==> src/rtl/mdio_cmd_pkg.sv <==
package mdio_cmd_pkg;
  localparam int DATA_LSB = 0;
  localparam int REG_LSB  = 16;
  localparam int PHY_LSB  = 21;
  localparam int RD_BIT   = 27;
  localparam int EN_BIT   = 30;
  localparam int BUSY_BIT = 31;

  typedef enum logic {ENG_IDLE, ENG_RUN} eng_state_t;

  typedef struct packed {
    logic        rd;
    logic [4:0]  phy;
    logic [4:0]  regn;
    logic [15:0] wdata;
  } mdio_cmd_t;
endpackage

==> src/rtl/mdio_clk_gen.sv <==
module mdio_clk_gen #(
  parameter int MDC_HALF = 4
) (
  input  logic clk,
  input  logic rst,
  input  logic run,
  output logic mdc,
  output logic rise_evt,
  output logic fall_evt
);
  localparam int CW = $clog2(MDC_HALF + 1);
  localparam logic [CW-1:0] LAST_CNT = CW'(MDC_HALF - 1);

  logic [CW-1:0] cnt_q;
  logic          tick;

  assign tick     = run && (cnt_q == LAST_CNT);
  assign rise_evt = tick && !mdc;
  assign fall_evt = tick && mdc;

  always_ff @(posedge clk) begin
    if (rst || !run) begin
      cnt_q <= '0;
      mdc   <= 1'b0;
    end else if (cnt_q == LAST_CNT) begin
      cnt_q <= '0;
      mdc   <= ~mdc;
    end else begin
      cnt_q <= cnt_q + 1'b1;
    end
  end

  AST_MDC_IDLE_LOW: assert property (@(posedge clk) disable iff (rst)
    (!run && !$past(run)) |-> !mdc);
endmodule

==> src/rtl/mdio_frame_seq.sv <==
module mdio_frame_seq
  import mdio_cmd_pkg::*;
#(
  parameter int PRE_BITS = 32
) (
  input  logic        clk,
  input  logic        rst,
  input  logic        start,
  input  mdio_cmd_t   cmd,
  input  logic        rise_evt,
  input  logic        fall_evt,
  input  logic        mdio_i,
  output logic        running,
  output logic        mdio_o,
  output logic        mdio_oe,
  output logic        done,
  output logic [15:0] rdata
);
  localparam int FRAME_BITS = PRE_BITS + 32;
  localparam int IW         = $clog2(FRAME_BITS);
  localparam logic [IW-1:0] TA_IDX   = IW'(PRE_BITS + 14);
  localparam logic [IW-1:0] DATA_IDX = IW'(PRE_BITS + 16);
  localparam logic [IW-1:0] LAST_IDX = IW'(FRAME_BITS - 1);

  eng_state_t            state_q;
  logic [IW-1:0]         idx_q;
  logic [IW-1:0]         idx_nx;
  logic [FRAME_BITS-1:0] sr_q;
  logic [FRAME_BITS-1:0] frame_w;
  logic                  rd_q;

  always_comb begin
    frame_w = {{PRE_BITS{1'b1}}, 2'b01, (cmd.rd ? 2'b10 : 2'b01),
               cmd.phy, cmd.regn, 2'b10, (cmd.rd ? 16'h0000 : cmd.wdata)};
  end

  assign idx_nx  = idx_q + 1'b1;
  assign running = (state_q == ENG_RUN);
  assign done    = running && fall_evt && (idx_q == LAST_IDX);

  always_ff @(posedge clk) begin
    if (rst) begin
      state_q <= ENG_IDLE;
      idx_q   <= '0;
      sr_q    <= '0;
      rd_q    <= 1'b0;
      mdio_o  <= 1'b0;
      mdio_oe <= 1'b0;
      rdata   <= '0;
    end else if (!running) begin
      if (start) begin
        state_q <= ENG_RUN;
        idx_q   <= '0;
        sr_q    <= frame_w;
        rd_q    <= cmd.rd;
        mdio_o  <= frame_w[FRAME_BITS-1];
        mdio_oe <= 1'b1;
      end
    end else begin
      if (rise_evt && rd_q && (idx_q >= DATA_IDX))
        rdata <= {rdata[14:0], mdio_i};
      if (fall_evt) begin
        if (idx_q == LAST_IDX) begin
          state_q <= ENG_IDLE;
          mdio_o  <= 1'b0;
          mdio_oe <= 1'b0;
        end else begin
          idx_q   <= idx_nx;
          sr_q    <= sr_q << 1;
          mdio_o  <= sr_q[FRAME_BITS-2];
          mdio_oe <= !(rd_q && (idx_nx >= TA_IDX));
        end
      end
    end
  end

  AST_READ_RELEASE: assert property (@(posedge clk) disable iff (rst)
    (running && rd_q && (idx_q >= TA_IDX)) |-> !mdio_oe);
  AST_WRITE_DRIVES: assert property (@(posedge clk) disable iff (rst)
    (running && !rd_q) |-> mdio_oe);
  AST_NO_RESTART: assert property (@(posedge clk) disable iff (rst)
    start |-> !running);
endmodule

==> src/rtl/mdio_cmd_master.sv <==
module mdio_cmd_master
  import mdio_cmd_pkg::*;
#(
  parameter int NUM_PHYS = 5,
  parameter int MDC_HALF = 4,
  parameter int PRE_BITS = 32
) (
  input  logic        clk,
  input  logic        rst,
  input  logic        reg_wr,
  input  logic [31:0] reg_wdata,
  output logic [31:0] reg_rdata,
  output logic        mdc,
  output logic        mdio_o,
  output logic        mdio_oe,
  input  logic        mdio_i
);
  logic [31:0] ctrl_q;
  logic [31:0] ctrl_nx;
  logic        busy;
  logic        want;
  logic        addr_ok;
  logic        launch;
  logic        eng_run;
  logic        eng_done;
  logic        rise_evt;
  logic        fall_evt;
  logic [15:0] eng_rdata;
  mdio_cmd_t   cmd_w;

  assign busy    = ctrl_q[BUSY_BIT];
  assign addr_ok = (32'(reg_wdata[PHY_LSB +: 5]) < NUM_PHYS);
  assign want    = reg_wr && !busy && reg_wdata[BUSY_BIT] && reg_wdata[EN_BIT];
  assign launch  = want && addr_ok;

  always_comb begin
    cmd_w.rd    = reg_wdata[RD_BIT];
    cmd_w.phy   = reg_wdata[PHY_LSB +: 5];
    cmd_w.regn  = reg_wdata[REG_LSB +: 5];
    cmd_w.wdata = reg_wdata[DATA_LSB +: 16];
  end

  always_comb begin
    ctrl_nx           = reg_wdata;
    ctrl_nx[BUSY_BIT] = launch;
    if (want && !addr_ok && reg_wdata[RD_BIT])
      ctrl_nx[DATA_LSB +: 16] = 16'hFFFF;
  end

  always_ff @(posedge clk) begin
    if (rst) begin
      ctrl_q <= '0;
    end else if (busy) begin
      if (eng_done) begin
        ctrl_q[BUSY_BIT] <= 1'b0;
        if (ctrl_q[RD_BIT])
          ctrl_q[DATA_LSB +: 16] <= eng_rdata;
      end
    end else if (reg_wr) begin
      ctrl_q <= ctrl_nx;
    end
  end

  assign reg_rdata = ctrl_q;

  mdio_clk_gen #(.MDC_HALF(MDC_HALF)) u_clk (
    .clk      (clk),
    .rst      (rst),
    .run      (eng_run),
    .mdc      (mdc),
    .rise_evt (rise_evt),
    .fall_evt (fall_evt)
  );

  mdio_frame_seq #(.PRE_BITS(PRE_BITS)) u_seq (
    .clk      (clk),
    .rst      (rst),
    .start    (launch),
    .cmd      (cmd_w),
    .rise_evt (rise_evt),
    .fall_evt (fall_evt),
    .mdio_i   (mdio_i),
    .running  (eng_run),
    .mdio_o   (mdio_o),
    .mdio_oe  (mdio_oe),
    .done     (eng_done),
    .rdata    (eng_rdata)
  );

  AST_BUSY_TRACKS_FRAME: assert property (@(posedge clk) disable iff (rst)
    busy == eng_run);
  AST_HOLD_WHILE_BUSY: assert property (@(posedge clk) disable iff (rst)
    (busy && !eng_done) |=> $stable(ctrl_q));
  AST_REJECT_NO_START: assert property (@(posedge clk) disable iff (rst)
    (want && !addr_ok) |=> (!busy && !eng_run));
  AST_DISABLED_NO_START: assert property (@(posedge clk) disable iff (rst)
    (reg_wr && !busy && !reg_wdata[EN_BIT]) |=> !busy);
endmodule

==> config.mk <==
export PLATFORM = sky130hd
export DESIGN_NAME = mdio_cmd_master
export DESIGN_NICKNAME = d
export VERILOG_FILES = /design/src/rtl/mdio_cmd_pkg.sv /design/src/rtl/mdio_clk_gen.sv /design/src/rtl/mdio_frame_seq.sv /design/src/rtl/mdio_cmd_master.sv
export SDC_FILE = /design/constraint.sdc
export NUM_CORES = 1
export LEC_CHECK = 0
export BUFFER_PORTS_ARGS = -buffer_cell sky130_fd_sc_hd__clkbuf_2
export CAP_MARGIN = 10
export CORE_ASPECT_RATIO = 1.1
export CORE_MARGIN = 10
export CORE_UTILIZATION = 30
export CTS_BUF_LIST = sky130_fd_sc_hd__clkbuf_4
export DETAILED_ROUTE_END_ITERATION = 16
export SLEW_MARGIN = 20
export SYNTH_ARGS = -nofsm -noshare
export SYNTH_HDL_FRONTEND = slang
export SYNTH_SLANG_ARGS = --single-unit
export TNS_END_PERCENT = 50
==> constraint.sdc <==
create_clock -name clk -period 2.06 [get_ports clk]
set_clock_uncertainty 0.1 [all_clocks]
set_input_delay 0.206 -clock clk [delete_from_list [all_inputs] [get_ports clk]]
set_output_delay 0.206 -clock clk [all_outputs]
set_load 0.1 [all_outputs]
==> results_tabular.tex, run 1 <==
\begin{tabular}{lr}
\hline
Metric & Value \\
\hline
\multicolumn{2}{l}{\textbf{Routing}} \\
First-pass detailed-route iteration total & 4 \\
Violation count after the first detailed-route iteration & $\sim$250 \\
Routed wire per std cell & 15.9 um \\
Post-DRT Antenna Nets & 0 \\
Total number of vias & 4576 \\
Vias per inst & 5.21 \\
Final routed wirelength across all metal layers & 14.0 mm \\
Drc violations & 0 \\
\multicolumn{2}{l}{\textbf{Critical path}} \\
Data arrival time of the worst path & 2.36 ns \\
Maximum cell stage delay along the critical path & 0.62 ns \\
Startpoint types & flip-flop \\
Critical-path top delay cell & sky130\_fd\_sc\_hd\_\_or4\_4 \\
Data required time at the worst endpoint & 2.44 ns \\
CP endpoint kind & flip-flop \\
Crit path buffers/inverters & 0 \\
Crit path cell chain & ha\_1 > nand3\_4 > or4\_4 > nor2\_4 > a221o\_1 \\
Cell class contributing the biggest share of worst-path delay & simple AND/OR/NAND/NOR gates \\
Crit-path max FO & 7 \\
Classification of the worst setup path & reg2reg \\
\multicolumn{2}{l}{\textbf{Global routing}} \\
Maximum number of pins on one net before global-route repair & 87 \\
Total GRT Usage & 0.127 \\
Number of global-route vias before repair & 4606 \\
Total congestion overflow & 0 \\
First-pass GRT wire length & 22.9 mm \\
Number of antenna violations at the first check in global routing & 0 \\
\multicolumn{2}{l}{\textbf{Logic synthesis}} \\
Fraction of the mapped netlist area in adder cells & 0.00993 \\
Synthesized-area fraction occupied by xor and xnor cells & 0.00347 \\
Biggest area contributors in the synthesized netlist & sky130\_fd\_sc\_hd\_\_dfxtp\_1 50\%, sky130\_fd\_sc\_hd\_\_nor3\_1 9.5\%, sky130\_fd\_sc\_hd\_\_mux2i\_1 5.2\% \\
EDFF count, synth & 0 \\
Dominant cell type by area after synthesis & sky130\_fd\_sc\_hd\_\_dfxtp\_1 \\
Main combinational cell family by area after synthesis & simple AND/OR/NAND/NOR gates \\
Compound-gate portion of the synthesized area & 0.174 \\
Average size of a mapped cell & 8.96 um2 \\
Number of synthesized register bits & $\sim$130 \\
Most common library cells after synthesis & 125 x sky130\_fd\_sc\_hd\_\_dfxtp\_1, 96 x sky130\_fd\_sc\_hd\_\_nor3\_1, 59 x sky130\_fd\_sc\_hd\_\_nor2\_1, 39 x sky130\_fd\_sc\_hd\_\_nand2\_1, 29 x sky130\_fd\_sc\_hd\_\_a211oi\_1 \\
Portion of netlist area occupied by mux cells & 0.0516 \\
Most used DFF post-synth & sky130\_fd\_sc\_hd\_\_dfxtp\_1 \\
Post-synthesis cell type count & 45 \\
Mapped Nets & approximately 600 \\
Post-synth top area share & 0.496 \\
Synthesized netlist cell count & about 560 \\
Proportion of synthesized chip area in sequential cells & 0.496 \\
Warnings, synthesis & 0 \\
Most frequent cell after synthesis & sky130\_fd\_sc\_hd\_\_dfxtp\_1 \\
Synth Cell Area & 5040 um2 \\
Post-synthesis simple-gate area fraction & 0.217 \\
Ys async rst share & 0 \\
\multicolumn{2}{l}{\textbf{STA}} \\
Number of hold violations in the final report & 0 \\
Period utilization & 0.962 \\
F\_max & 0.504 GHz \\
Final worst path period need & roughly 2.0 ns \\
Final Max Slew Viols & 0 \\
Setup tns final & 0 ns \\
Worst-margin pin slew & 0.903 ns \\
Max transition margin & 0.398 \\
Setup repair after global routing missed its margin & true \\
Setup violation total in the final timing report & 0 \\
\multicolumn{2}{l}{\textbf{Clocking}} \\
CTS Buf Count & 17 \\
Clock input transition at the sequential cells of the worst setup and hold paths & roughly 0.12 ns \\
\# clock sinks & 125 \\
Number of buffers inserted to repair setup after CTS & 0 \\
CTS tree & done \\
Clock Root Buffer & sky130\_fd\_sc\_hd\_\_clkbuf\_4 \\
Latest clock arrival within the worst-skew pair & roughly 0.53 ns \\
CTS HTree Levels & 4 \\
Maximum root-to-sink buffer count & 2 \\
\multicolumn{2}{l}{\textbf{Layout}} \\
Fraction of final layout cells with drive strength greater than 1 & 0.218 \\
Share of the core filled with cells & 0.388 \\
Layout area overhead & 26.6\% \\
Nets & 701 \\
Number of diodes added for antenna fixing & 0 \\
\multicolumn{2}{l}{\textbf{Worst hold path}} \\
Hold crit path type & in2reg \\
\multicolumn{2}{l}{\textbf{Place}} \\
HPWL after DPL & 9.30 mm \\
Buffers added on ports & 70 \\
Placer's final routability congestion estimate & 0.784 \\
\multicolumn{2}{l}{\textbf{Floorplanning}} \\
Die outline width & 144 um \\
Top-level port count & 71 \\
Chip Height & between 150 and 200 um \\
Number of core rows & between 40 and 50 \\
Initial standard-cell utilization of the core & 0.307 \\
Core region area & around 16000 um2 \\
Die footprint & 22400 um2 \\
\multicolumn{2}{l}{\textbf{Power and ir drop}} \\
PwrDens & $\sim$770 nW/um2 \\
Leakage power figure & 2.42 nW \\
Worst vdd ir & 0.537 mV \\
\multicolumn{2}{l}{\textbf{Outcome}} \\
Run status & finished clean \\
\multicolumn{2}{l}{\textbf{Flow run}} \\
\# Max-Cap Violations & 0 \\
\hline
\end{tabular}
## logic make-up (layout without fill, tap and decap cells)
family | Yosys count | count (layout)
AND/OR/NAND/NOR | 231 | 232
flip-flops | 125 | 125
AO/OA/AOI/OAI | 121 | 121
buffers and inverters | 54 | 164
multiplexers | 26 | 26
adder cells (fa/ha/maj) | 4 | 4
XOR/XNOR | 2 | 2
## worst reg2reg max path: cells and delay by family (launching register included)
family,cells,cell delay [ns]
AO/OA/AOI/OAI,1,0.19
adder cells (fa/ha/maj),1,0.25
flip-flops,1,0.35
AND/OR/NAND/NOR,3,1.05
## stage by stage
step	hold WS [ns]	setup WS (ns)	power, mW	cells	area [um2]
6_report	0.103	0.0773	4.91	878	6380
5_1_grt	0.0606	-0.00523	5.11	878	6380
4_1_cts	0.0420	0.0215	4.96	878	6320
3_5_place_dp	0.327	0.0241	3.13	813	5690
3_3_place_gp	0.307	0.0691	3.12	813	5690
2_1_floorplan	0.235	0.0755	2.98	563	5050
## layout by cell type (no fill, tap or decap), types with 5 or more instances in the layout
cell                            count
sky130_fd_sc_hd__dfxtp_1          122
sky130_fd_sc_hd__nor3_1            95
sky130_fd_sc_hd__clkbuf_2          69
sky130_fd_sc_hd__nor2_1            57
sky130_fd_sc_hd__nand2_1           39
sky130_fd_sc_hd__dlygate4sd3_1     32
sky130_fd_sc_hd__a211oi_1          29
sky130_fd_sc_hd__a21oi_1           27
sky130_fd_sc_hd__mux2i_1           26
sky130_fd_sc_hd__buf_4             23
sky130_fd_sc_hd__nand3_1           18
sky130_fd_sc_hd__clkbuf_4          17
sky130_fd_sc_hd__o21a_1            15
sky130_fd_sc_hd__a221o_1           15
sky130_fd_sc_hd__a22oi_1           15
sky130_fd_sc_hd__clkinvlp_4         5
## final timing paths
| path | from | to | slack, ns | depth (start not counted) |
|---|---|---|---|---|
| max | u_seq.idx_q[0] | reg_rdata[9] | 0.08 | 5 |
| min | rst | u_seq.rdata[15] | 0.10 | 3 |
| max reg2reg | u_seq.idx_q[0] | reg_rdata[9] | 0.08 | 5 |
| min reg2reg | u_clk.cnt_q[0] | u_clk.cnt_q[0] | 0.34 | 1 |
## sequential cells by signal, summed over array words and instances (netlist names)
register / cells
reg_rdata: 32
u_clk.mdc: 1
u_seq.sr_q: 63
u_seq.idx_q: 6
u_seq.mdio_o: 1
u_seq.rd_q: 1
u_seq.running: 1
u_seq.rdata: 16
u_seq.mdio_oe: 1
u_clk.cnt_q: 3
## timing repair
action,4_1_cts,5_1_grt
gates resized for setup,1,8
pin swaps,0,2
endpoints found under the hold margin,61,0
setup endpoints to repair,6,23
hold buffers,32,0
gates cloned,1,0
## metal layers
metal | vias up | share of wire | track usage
met5 | - | 0 | 0
met4 | 0 | 0.021 | 0.0545
met3 | 30 | 0.043 | 0.0387
met2 | 93 | 0.51 | 0.211
met1 | 2206 | 0.43 | 0.146
li1 | 2247 | - | -
## area by class of cell
cell class,instances,area [um2]
fillers,1667,10000
flip-flops and latches,125,2510
multi-input cells,385,2380
repair buffers,128,918
well taps,204,255
clock inverters,15,173
clock buffers,17,128
inverters,4,15.0
## power breakdown
part,internal [mW],leakage (nW),total (mW),switching [mW]
sequential,2.47,1.02,2.51,0.0340
combinational,0.165,1.26,0.623,0.458
clock,0.835,0.147,1.78,0.946
total,3.47,2.42,4.91,1.44
No activity file was read; power rests on OpenSTA's default activity.
==> run 2, diff against run 1 <==
Clock period 2.06 ns to 2.1 ns, I/O delays scaled along.
==> run 2 against run 1 <==
Effect of this change: wire length up 0.47%; flip-flop and latch count stayed put; final area decreased by 0.41%; non-clock buffer count fell by 1; first-iteration DRC count grew 28%; total power decreased by 4.9%; global-route usage increased by 0.18 points; worst hold slack improved by 0.023 ns; register-to-register slack barely moved; setup slack improved by 0.010 ns; critical path type unchanged; largest cell class unchanged; highest routed layer unchanged.
==> results_tabular.tex, run 2 (synthesis results as in run 1) <==
\begin{tabular}{lr}
\hline
Metric & Value \\
\hline
\multicolumn{2}{l}{\textbf{Power and ir drop}} \\
Leakage power figure & 2.41 nW \\
Worst vdd ir & about 0.49 mV \\
Total power & 4.67 mW \\
PwrDens & 735 nW/um2 \\
\multicolumn{2}{l}{\textbf{Layout}} \\
Final cell area excluding filler cells & $\sim$6400 um2 \\
\# fillers & $\sim$1.7k \\
Number of flip-flops in the largest register & 63 \\
Total area of multi-input combinational cells & $\sim$2400 um2 \\
Reg with most FFs & u\_seq.sr\_q \\
Share of the core filled with cells & 0.387 \\
Final instance count without filler cells & 878 \\
Layout area overhead & 26.1\% \\
Nets & 700 \\
Fraction of final layout cells with drive strength greater than 1 & 0.217 \\
Leading cell type in the layout, fill and taps excluded & sky130\_fd\_sc\_hd\_\_dfxtp\_1 \\
Commonest non-fill, non-tap cells in the layout & 122 x sky130\_fd\_sc\_hd\_\_dfxtp\_1, 95 x sky130\_fd\_sc\_hd\_\_nor3\_1, 69 x sky130\_fd\_sc\_hd\_\_clkbuf\_2 \\
Area taken by flip-flops and latches & between 2000 and 3000 um2 \\
\multicolumn{2}{l}{\textbf{Global routing}} \\
Maximum number of pins on one net before global-route repair & roughly 110 \\
Number of antenna violations at the first check in global routing & 0 \\
Total GRT Usage & 0.128 \\
Total congestion overflow & 0 \\
Number of global-route vias before repair & 4636 \\
First-pass GRT wire length & approximately 23 mm \\
\multicolumn{2}{l}{\textbf{Place}} \\
HPWL after DPL & 9.33 mm \\
Placed Instance Area & $\sim$5700 um2 \\
Placer's final routability congestion estimate & 0.807 \\
Buffers added on ports & 70 \\
Cell Count Post-Placement & around 810 \\
\multicolumn{2}{l}{\textbf{STA}} \\
Setup repair after global routing missed its margin & false \\
Setup tns final & 0 ns \\
Number of hold violations in the final report & 0 \\
Max transition margin & 0.469 \\
Final Max Slew Viols & 0 \\
Period utilization & 0.958 \\
F\_max & 0.497 GHz \\
Setup violation total in the final timing report & 0 \\
Worst-margin pin slew & 0.794 ns \\
Final worst path period need & between 2 and 2.5 ns \\
\multicolumn{2}{l}{\textbf{Clocking}} \\
Clock Root Buffer & sky130\_fd\_sc\_hd\_\_clkbuf\_4 \\
Clock input transition at the sequential cells of the worst setup and hold paths & 0.11 ns \\
Latest clock arrival within the worst-skew pair & 0.53 ns \\
CTS Buf Count & 17 \\
CTS HTree Levels & 4 \\
CTS tree & done \\
\# clock sinks & about 130 \\
Maximum root-to-sink buffer count & 2 \\
\multicolumn{2}{l}{\textbf{Routing}} \\
Final routed wirelength across all metal layers & 14.1 mm \\
First-pass detailed-route iteration total & 4 \\
Total number of vias & 4594 \\
Routed wire per std cell & 16.0 um \\
Drc violations & 0 \\
Post-DRT Antenna Nets & 0 \\
Violation count after the first detailed-route iteration & $\sim$320 \\
Vias per inst & around 5.2 \\
\multicolumn{2}{l}{\textbf{Critical path}} \\
Startpoint types & flip-flop \\
Classification of the worst setup path & reg2reg \\
Data arrival time of the worst path & 2.39 ns \\
Cell class contributing the biggest share of worst-path delay & simple AND/OR/NAND/NOR gates \\
Crit path cell chain & ha\_1 > ha\_4 > nand3\_2 > or4\_4 > nor2\_4 > a221o\_1 \\
Data required time at the worst endpoint & 2.48 ns \\
Maximum cell stage delay along the critical path & 0.61 ns \\
Crit-path max FO & 7 \\
CP endpoint kind & flip-flop \\
Critical-path top delay cell & sky130\_fd\_sc\_hd\_\_or4\_4 \\
Crit path buffers/inverters & 0 \\
\multicolumn{2}{l}{\textbf{Floorplanning}} \\
Number of core rows & 49 \\
Die outline width & 144 um \\
Chip Height & $\sim$160 um \\
Initial standard-cell utilization of the core & 0.307 \\
Die footprint & 22400 um2 \\
Core region area & between 15000 and 20000 um2 \\
Top-level port count & just over 70 \\
\multicolumn{2}{l}{\textbf{Worst hold path}} \\
Hold crit path type & in2reg \\
\multicolumn{2}{l}{\textbf{Flow run}} \\
\# Max-Cap Violations & 0 \\
\multicolumn{2}{l}{\textbf{Outcome}} \\
Run status & finished clean \\
\hline
\end{tabular}
## run 2: final timing paths
check | end | start | cells past startpoint | slack, ns
setup / recovery | reg_rdata[15] | u_clk.cnt_q[0] | 6 | 0.09
hold / removal | reg_rdata[31] | reg_wdata[31] | 4 | 0.13
setup reg to reg | reg_rdata[15] | u_clk.cnt_q[0] | 6 | 0.09
hold reg to reg | u_clk.cnt_q[0] | u_clk.cnt_q[0] | 1 | 0.34
## run 2: layer usage
metal,global-route usage,routed length [um],part of all wire,up-vias
met4,0.0516,324,0.023,0
met5,0,0,0,-
met2,0.212,7030,0.50,137
met1,0.149,6020,0.43,2171
li1,-,-,-,2255
met3,0.0432,696,0.049,31
## run 2: timing repair
item                                    in CTS  in global routing
endpoints found under the setup margin       1                 36
hold endpoints to repair                    61                  0
pin swaps                                    0                  3
gates resized for setup                      1                  8
buffers inserted                             0                  0
gates cloned                                 0                  1
hold buffers                                32                  0
## run 2: worst min-delay path, delay by kind of cell
kind	cells	cell delay, ns
buffers and inverters	1	0.09
AND/OR/NAND/NOR	2	0.31
AO/OA/AOI/OAI	1	0.11
## run 2: power by group
| group | internal (mW) | switching (mW) |
|---|---|---|
| registers | 2.42 | 0.0326 |
| clock network | 0.715 | 0.887 |
| logic | 0.163 | 0.447 |
| total | 3.30 | 1.37 |
## run 2: through the flow
step | hold WS [ns] | worst slack, ns
floorplan | 0.239 | 0.115
global placement | 0.306 | 0.0838
detailed placement | 0.319 | 0.0118
CTS | 0.0754 | 0.0144
global route | 0.0870 | 0.00606
finish | 0.126 | 0.0876
## run 2: layout make-up
cell class	instances	share of cell area
well taps	204	0.0402
inverters	4	0.00236
clock inverters	13	0.0197
clock buffers	19	0.0224
repair buffers	127	0.145
multi-input cells	385	0.375
flip-flops and latches	125	0.395
diodes	1	0.000394
==> run 3, diff against run 2 <==
Settings changed: CTS_CLUSTER_SIZE set to 8, MAX_ROUTING_LAYER set to met4.
==> run 3 against run 2 <==
Effect of this change: total power is essentially flat; critical path depth unchanged; fmax grew 0.20%; register-to-register slack barely moved; clock-buffer cell count stayed put; sequential share of layout area unchanged; via count grew 0.59%; non-clock buffer count stayed put; wire length about the same; flip-flop and latch count unchanged; setup slack improved by 0.0039 ns; combinational power about the same; critical path type unchanged; largest cell class unchanged; highest routed layer unchanged.
==> results_tabular.tex, run 3 (synthesis results as in run 1) <==
\begin{tabular}{lr}
\hline
Metric & Value \\
\hline
\multicolumn{2}{l}{\textbf{Outcome}} \\
Run status & finished clean \\
\multicolumn{2}{l}{\textbf{Floorplanning}} \\
Initial standard-cell utilization of the core & 0.307 \\
Core region area & between 15000 and 20000 um2 \\
Top-level port count & 71 \\
Die outline width & about 140 um \\
Chip Height & 156 um \\
Die footprint & 22400 um2 \\
Number of core rows & 49 \\
\multicolumn{2}{l}{\textbf{Global routing}} \\
Number of antenna violations at the first check in global routing & 0 \\
First-pass GRT wire length & 23.3 mm \\
Total GRT Usage & 0.132 \\
Number of global-route vias before repair & 4639 \\
Total congestion overflow & 0 \\
Maximum number of pins on one net before global-route repair & roughly 110 \\
\multicolumn{2}{l}{\textbf{Critical path}} \\
Critical R2R Launch & u\_clk.cnt\_q[0] \\
Data arrival time of the worst path & 2.38 ns \\
Startpoint types & flip-flop \\
Critical-path top delay cell & sky130\_fd\_sc\_hd\_\_or4\_4 \\
Register-to-register setup slack & 0.09 ns \\
Crit-path max FO & 7 \\
Data required time at the worst endpoint & around 2.5 ns \\
CP endpoint kind & flip-flop \\
RR Endpoint & reg\_rdata[15] \\
Crit path cell chain & ha\_1 > ha\_4 > nand3\_2 > or4\_4 > nor2\_4 > a221o\_1 \\
Number of cells traversed by the worst register-to-register path & 6 \\
Classification of the worst setup path & reg2reg \\
Maximum cell stage delay along the critical path & 0.61 ns \\
\multicolumn{2}{l}{\textbf{Power and ir drop}} \\
Comb power frac & 0.131 \\
Share of power burned in registers & 0.527 \\
Leakage power figure & 2.41 nW \\
Cell-internal power & around 3.3 mW \\
Total power & 4.67 mW \\
Share of total power in the clock network & 0.343 \\
Switching share of total power & 0.292 \\
Worst vdd ir & 0.486 mV \\
Switching power of the nets & 1.36 mW \\
PwrDens & 734 nW/um2 \\
\multicolumn{2}{l}{\textbf{Clocking}} \\
CTS Buf Count & 17 \\
Clock input transition at the sequential cells of the worst setup and hold paths & 0.11 ns \\
Number of buffers inserted to repair setup after CTS & 0 \\
Maximum root-to-sink buffer count & 2 \\
\# clock sinks & 125 \\
Latest clock arrival within the worst-skew pair & 0.53 ns \\
CTS HTree Levels & 4 \\
Clock Root Buffer & sky130\_fd\_sc\_hd\_\_clkbuf\_4 \\
CTS tree & done \\
\multicolumn{2}{l}{\textbf{STA}} \\
Number of hold violations in the final report & 0 \\
Final worst path period need & around 2 ns \\
Worst-margin pin slew & 0.767 ns \\
Final Max Slew Viols & 0 \\
Period utilization & 0.956 \\
Setup violation total in the final timing report & 0 \\
Max transition margin & 0.487 \\
PnR worst setup slack & just over 0.09 ns \\
Setup tns final & 0 ns \\
Final-layout worst hold slack & about 0.13 ns \\
Setup repair after global routing missed its margin & false \\
F\_max & roughly 0.5 GHz \\
\multicolumn{2}{l}{\textbf{Layout}} \\
Reg with most FFs & u\_seq.sr\_q \\
Commonest non-fill, non-tap cells in the layout & 122 x sky130\_fd\_sc\_hd\_\_dfxtp\_1, 95 x sky130\_fd\_sc\_hd\_\_nor3\_1, 69 x sky130\_fd\_sc\_hd\_\_clkbuf\_2 \\
Fraction of final layout cells with drive strength greater than 1 & 0.217 \\
Number of flip-flops in the largest register & 63 \\
Nets & 700 \\
Final instance count without filler cells & approximately 880 \\
Leading cell type in the layout, fill and taps excluded & sky130\_fd\_sc\_hd\_\_dfxtp\_1 \\
Layout area overhead & 26.1\% \\
\multicolumn{2}{l}{\textbf{Routing}} \\
Routed wire per std cell & roughly 16 um \\
Drc violations & 0 \\
First-pass detailed-route iteration total & 5 \\
Met2 Routed Length & 7.10 mm \\
Wire length on met1 & 6.08 mm \\
Highest signal layer in the routed design & met4 \\
Final routed wirelength across all metal layers & 14.1 mm \\
Met3 wire len & 603 um \\
Vias per inst & 5.26 \\
Post-DRT Antenna Nets & 0 \\
Violation count after the first detailed-route iteration & 352 \\
Total number of vias & about 4.6k \\
\multicolumn{2}{l}{\textbf{Place}} \\
HPWL after DPL & about 9.3 mm \\
Placer's final routability congestion estimate & between 0.8 and 0.9 \\
Post-placement worst setup slack & 0.0118 ns \\
Cell Count Post-Placement & 812 \\
Buffers added on ports & 70 \\
\multicolumn{2}{l}{\textbf{Worst hold path}} \\
Hold crit path type & in2reg \\
Worst Min Path Start & reg\_wdata[31] \\
Worst Hold End & reg\_rdata[31] \\
Worst hold path stage count & 4 \\
\multicolumn{2}{l}{\textbf{Flow run}} \\
\# Max-Cap Violations & 0 \\
\hline
\end{tabular}
run 3: cell type report:
cell class                 count  area, um2
multi-input combinational    385       2380
clock buffer                  19        143
antenna                        1       2.50
tap                          204        255
fill                        1657      10100
timing repair buffer         127        923
clock inverter                13        125
sequential                   125       2510
inverter                       4       15.0
run 3: power by group through the flow:
stage / logic (mW) / registers, mW / clock network [mW]
after CTS: 0.610 / 2.46 / 1.67
after global placement: 0.555 / 2.51 / 0
after global routing: 0.645 / 2.47 / 1.77
after floorplan: 0.157 / 2.77 / 0
final: 0.610 / 2.46 / 1.60
after detailed placement: 0.561 / 2.51 / 0
run 3: how the worst max path moves through the flow:
stage                        start        endpoint  depth (start not counted)
floorplan           u_clk.cnt_q[0]   reg_rdata[10]                          7
global placement    u_clk.cnt_q[0]   reg_rdata[11]                          6
detailed placement  u_clk.cnt_q[0]  u_seq.sr_q[29]                          7
CTS                 u_clk.cnt_q[0]    reg_rdata[6]                          7
global route        u_clk.cnt_q[0]   reg_rdata[11]                          6
finish              u_clk.cnt_q[0]   reg_rdata[15]                          6
run 3: per-stage QoR:
stage               area, um2  utilization
floorplan                5050            -
CTS                      6280        0.383
detailed placement       5690        0.346
global route             6350        0.387
global placement         5690        0.346
finish                   6360        0.387
run 3: worst max-delay path: cells and delay by family (launching register included):
family	cells	cell delay, ns
adders and majority gates	2	0.38
and+or+nand+nor	3	0.95
DFF	1	0.35
AOI/OAI and AO/OA	1	0.19
run 3: layer usage:
metal	up-vias	GRT usage
met4	0	0.0516
met5	-	-
li1	2255	-
met1	2210	0.152
met2	132	0.212
met3	24	0.0387
run 3: repair_timing:
item	4_1_cts	5_1_grt
gates resized for setup	1	8
hold endpoints to repair	61	0
pin swaps	0	3
hold buffers	32	0
cloned	0	1
setup endpoints to repair	1	36
